File: src/rtl/tod_pkg.sv
package tod_pkg;
   typedef logic [3:0] bcd_t;
   localparam bcd_t BCD_NINE = 4'd9;
endpackage

File: src/rtl/tod_bcd_field.sv
module tod_bcd_field
   import tod_pkg::*;
#(
   parameter int LIMIT = 59
) (
   input  logic clk,
   input  logic rst,
   input  logic step,
   output bcd_t hi,
   output bcd_t lo,
   output logic at_max
);
   localparam bcd_t LIM_HI = bcd_t'(LIMIT / 10);
   localparam bcd_t LIM_LO = bcd_t'(LIMIT % 10);

   generate
      if (LIMIT < 1 || LIMIT > 99) begin : g_bad_limit
         $error("tod_bcd_field: LIMIT must lie in 1..99");
      end
   endgenerate

   assign at_max = (hi == LIM_HI) && (lo == LIM_LO);

   always_ff @(posedge clk) begin
      if (rst) begin
         hi <= '0;
         lo <= '0;
      end else if (step) begin
         if (at_max) begin
            hi <= '0;
            lo <= '0;
         end else if (lo == BCD_NINE) begin
            hi <= hi + 4'd1;
            lo <= '0;
         end else begin
            lo <= lo + 4'd1;
         end
      end
   end
endmodule

File: src/rtl/tod_chime.sv
module tod_chime
   import tod_pkg::*;
#(
   parameter int SEC_LIMIT = 59,
   parameter int CHIME_SEC = 50
) (
   input  logic clk,
   input  logic rst,
   input  logic run_tick,
   input  logic min_at_max,
   input  bcd_t sec_hi,
   input  bcd_t sec_lo,
   output logic led
);
   localparam int SW = $clog2(SEC_LIMIT + 1) + 1;

   generate
      if (CHIME_SEC < 1 || CHIME_SEC > SEC_LIMIT) begin : g_bad_chime
         $error("tod_chime: CHIME_SEC must lie in 1..SEC_LIMIT");
      end
   endgenerate

   logic [SW-1:0] sec_val;
   logic          in_win;
   logic          pre_win;

   assign sec_val = SW'(sec_hi) * SW'(10) + SW'(sec_lo);
   assign in_win  = min_at_max && (sec_val >= SW'(CHIME_SEC));
   assign pre_win = min_at_max && (sec_val >= SW'(CHIME_SEC - 1))
                    && (sec_val < SW'(SEC_LIMIT));

   always_ff @(posedge clk) begin
      if (rst)                     led <= 1'b0;
      else if (run_tick && pre_win) led <= ~led;
      else if (run_tick || !in_win) led <= 1'b0;
   end
endmodule

File: src/rtl/tod_chime_counter.sv
module tod_chime_counter
   import tod_pkg::*;
#(
   parameter int SEC_LIMIT  = 59,
   parameter int MIN_LIMIT  = 59,
   parameter int HOUR_LIMIT = 23,
   parameter int CHIME_SEC  = 50
) (
   input  logic       clk,
   input  logic       rst,
   input  logic       tick,
   input  logic       hold,
   input  logic       inc_min,
   input  logic       inc_hour,
   output logic [3:0] hr_hi,
   output logic [3:0] hr_lo,
   output logic [3:0] min_hi,
   output logic [3:0] min_lo,
   output logic [3:0] sec_hi,
   output logic [3:0] sec_lo,
   output logic       day_carry,
   output logic       chime_led
);
   logic run_tick;
   logic sec_max, min_max, hr_max;
   logic sec_step, min_step, hr_step;

   assign run_tick = tick && !hold;
   assign sec_step = run_tick;
   assign min_step = hold ? inc_min  : (run_tick && sec_max);
   assign hr_step  = hold ? inc_hour : (run_tick && sec_max && min_max);

   tod_bcd_field #(.LIMIT(SEC_LIMIT)) i_sec (
      .clk(clk), .rst(rst), .step(sec_step),
      .hi(sec_hi), .lo(sec_lo), .at_max(sec_max));

   tod_bcd_field #(.LIMIT(MIN_LIMIT)) i_min (
      .clk(clk), .rst(rst), .step(min_step),
      .hi(min_hi), .lo(min_lo), .at_max(min_max));

   tod_bcd_field #(.LIMIT(HOUR_LIMIT)) i_hour (
      .clk(clk), .rst(rst), .step(hr_step),
      .hi(hr_hi), .lo(hr_lo), .at_max(hr_max));

   tod_chime #(.SEC_LIMIT(SEC_LIMIT), .CHIME_SEC(CHIME_SEC)) i_chime (
      .clk(clk), .rst(rst), .run_tick(run_tick), .min_at_max(min_max),
      .sec_hi(sec_hi), .sec_lo(sec_lo), .led(chime_led));

   always_ff @(posedge clk) begin
      if (rst) day_carry <= 1'b0;
      else     day_carry <= run_tick && sec_max && min_max && hr_max;
   end
endmodule

File: config.mk
export PLATFORM = sky130hd
export DESIGN_NAME = tod_chime_counter
export DESIGN_NICKNAME = d
export VERILOG_FILES = /design/src/rtl/tod_pkg.sv /design/src/rtl/tod_bcd_field.sv /design/src/rtl/tod_chime.sv /design/src/rtl/tod_chime_counter.sv
export SDC_FILE = /design/constraint.sdc
export NUM_CORES = 1
export LEC_CHECK = 0
export ABC_AREA = 1
export BUFFER_PORTS_ARGS = -buffer_cell sky130_fd_sc_hd__buf_2
export CORE_MARGIN = 10
export CORE_UTILIZATION = 55
export DETAILED_ROUTE_END_ITERATION = 8
export PLACE_DENSITY_LB_ADDON = 0.1
export SETUP_SLACK_MARGIN = 0.3
export SLEW_MARGIN = 10
export SYNTH_ARGS = -nofsm -noshare
export SYNTH_HDL_FRONTEND = slang
export SYNTH_SLANG_ARGS = --single-unit
File: constraint.sdc
create_clock -name clk -period 3 [get_ports clk]
set_clock_uncertainty 0.1 [all_clocks]
set_input_delay 0.45 -clock clk [delete_from_list [all_inputs] [get_ports clk]]
set_output_delay 0.45 -clock clk [all_outputs]
set_load 0.03 [all_outputs]
==> results.md <==
* Met3 track demand over resource at 3.774%
* Via count of the first global-routing pass at 1499
* Number of placed cells counting well taps at 317
* Iter 0 DRT Violations at 149
* Required time at the endpoint of the critical path at 3.16 ns
* Number of antenna diodes at 0
* Result of the run: finished, final reports clean
* Met1 track utilization from global routing at 16.19%
* Insertion delay of the later-clocked pin in the worst-skew pair at 0.34 ns
* Total number of clock tree sinks at 26
* RSZ-0062 raised after global routing: false
* Cell area after synthesis at 0.001735 mm²
* Die Footprint at 0.005802 mm²
* Maximum clock frequency at 423.6 MHz
* Die width at 76.17 µm
* Die Ht at 76.17 µm
* Count of flip-flops with a built-in enable after synthesis at 0
* Worst setup EP type: flop
* Dominant cells by area after synthesis: dfxtp_1, nand2_1, ha_1
* Number of instances in the synthesized netlist at 245
* Total setup buffers inserted after CTS at 0
* Dominant synthesized flop cell: dfxtp_1
* Antenna-violating nets left at 0
* #FFs+latches synth at 26
* PostCTS Resize Cnt at 0
* Layer carrying the most global-route usage: met2
* Initial cell density of the core at 57.31%
* CTS tree: yes
* Final hold violations at 0
* Clock root buffer: clkbuf_4
* Number of max-slew violations in the final report at 0
* Fraction of the yosys area taken by sequential cells at 29.99%
* Buffers from clock root to sink, at most at 2
* Worst vdd ir at 0.2587 mV
* Routed wire length per instance at 11.05 µm
* Half-perimeter wire length of the detailed placement result at 2829 µm
* Total Power Consumption at 0.6701 mW
* Final net count at 302
* Antenna violations before repair at 0
* Number of top-level pins at 32
* Overflow left after global routing at 0
* Area leader, netlist: dfxtp_1
* Setup_tns at 0 ns
* Power share of the clock group at 37.1%
* Synth top cells by count: nand2_1, inv_1, nor2_1, dfxtp_1, nand3_1
* Synthesis Warnings at 0
* Part of the power in combinational logic at 9.3%
* Slew of the pin with the lowest slew margin at 0.2927 ns
* Worst slew slack as a fraction of its limit at 80.34%
* Number of hold buffers added after cts at 0
* Total GRT Usage at 12.79%
* Period utilization at 78.70%
* Worst-path clk slew at 0.15 ns
* Leakage at 0.9718 nW
* Switching power summed over all nets at 0.1637 mW
* Number of vias after detailed routing at 1571
* Max-cap violations at 0
* Pwr per Cell Area at 340.0 mW/mm²
* Async set or reset register ratio after synthesis at 0%
* Met2 track utilization from global routing at 19.64%
* Worst-path fanout max at 8
* Deepest level of the CTS H-tree at 1
* Placement-stage worst setup slack at 0.6555 ns
* Switching portion of total power at 24.43%
* Final worst path period need at 2.361 ns
* Most frequent cell after synthesis: nand2_1
* Post-DR vias/cell at 4.894
* Sequential group share of total power at 53.6%
* TritonCTS buffer count at 3
* Yosys cell types at 29
* Startpoint class of the critical path: flop
* Total number of placement rows at 20
* Proportion of layout cells with a drive suffix above 1 at 18.77%
* Data arrival time at the worst-slack endpoint at 2.52 ns
* Hold Path Class: in2reg
* Maximum number of pins on one net before global-route repair at 16
* Final Wtd Congestion at 0.7858
* Power Internal at 0.5064 mW
* Syn avg cell area at 7.083 µm²
* CP Class: reg2reg
* Number of input and output port buffers inserted at 31
* Crit path setup slack, layout at 0.6391 ns
* Non-filler cells, final at 321
* Number of detailed-route iterations in the first pass at 5
* Final setup vio count at 0
* Total core area at 0.003028 mm²
* Wire length of the first global-routing pass at 6486 µm
* DRC violations left at 0
* Area added between synthesis and finish at 13.55%
* Share of Yosys cell area claimed by the top area cell type at 29.99%
* Post-Syn Nets at 269
* Detailed Route WL at 3547 µm
## power by group through the flow
stage	clock, mW	combinational (mW)	sequential (mW)
after floorplan	0	0.0382	0.376
after global placement	0	0.0626	0.366
after detailed placement	0	0.0626	0.367
after CTS	0.256	0.0627	0.359
after global routing	0.268	0.0702	0.361
final	0.249	0.0622	0.359
## layout by cell type, fill, tap and decap left out, drive strengths merged
cell type,Yosys,routed
a211oi,3,3
a21oi,13,13
and3,1,1
buf,3,31
bufinv,0,1
clkbuf,0,3
clkinv,1,1
dfxtp,26,26
fa,2,2
ha,16,16
inv,37,37
nand2,62,62
nand3,24,24
nand4,3,3
nor2,33,33
nor3,6,6
nor3b,1,1
o2111ai,1,1
o21ai,4,4
xnor2,2,2
xor2,7,7
## worst max-delay path, stage by stage, from the launching register on
cell and delay [ns]:
dfxtp_1 0.51, ha_1 0.29, ha_1 0.19, inv_1 0.06, fa_1 0.45, nor2_1 0.15
nand3_1 0.10, nand2_1 0.07, nand2_1 0.04, nand2_1 0.08, nand2_1 0.06, a21oi_1 0.12
nor2_1 0.05
## worst paths after layout
| check | from | end | slack, ns | cells after the start |
|---|---|---|---|---|
| hold / removal | rst | i_min.hi[0] | 0.29 | 2 |
| setup / recovery | i_sec.hi[1] | i_chime.led | 0.64 | 12 |
| hold reg to reg | i_hour.hi[3] | i_hour.hi[3] | 0.40 | 2 |
| setup reg to reg | i_sec.hi[1] | i_chime.led | 0.64 | 12 |
## registers in the layout (all words and copies together) (netlist names)
| name | flops |
|---|---|
| day_carry | 1 |
| i_chime.led | 1 |
| i_hour.hi | 4 |
| i_hour.lo | 4 |
| i_min.hi | 4 |
| i_min.lo | 4 |
| i_sec.hi | 4 |
| i_sec.lo | 4 |
## per-layer routing
metal	share of wire (%)	vias to the layer above
met2	43	39
met1	49	690
met4	2.1	0
li1	-	835
met3	5.6	7
met5	0	-
## kinds of logic (layout without fill, tap and decap cells)
family	count (synthesis)	after routing	share of synthesized area, %
XOR/XNOR	9	9	4.542
AND/OR/NAND/NOR	130	130	34.61
buffers and inverters	41	73	9.805
flip-flops	26	26	29.99
AO/OA/AOI/OAI	21	21	7.210
adder cells (fa/ha/maj)	18	18	13.84
## cell type report
class                           count  area (µm²)
Fill cell                         284        1057
Timing Repair Buffer               31       155.1
Inverter                           38       142.6
Clock buffer                        3       22.52
Multi-Input combinational cell    178        1045
Clock inverter                      1       30.03
Tap cell                           44       55.05
Sequential cell                    26       520.5
## stage by stage
stage               instance area [µm²]  hold slack, ns  utilization, %
floorplan                          1735          0.4991               -
global placement                   1918          0.3703           63.35
detailed placement                 1918          0.3831           63.35
CTS                                1971          0.2856           65.08
global route                       1971          0.2855           65.08
finish                             1971          0.2939           65.08
No activity file was read; power rests on OpenSTA's default activity.
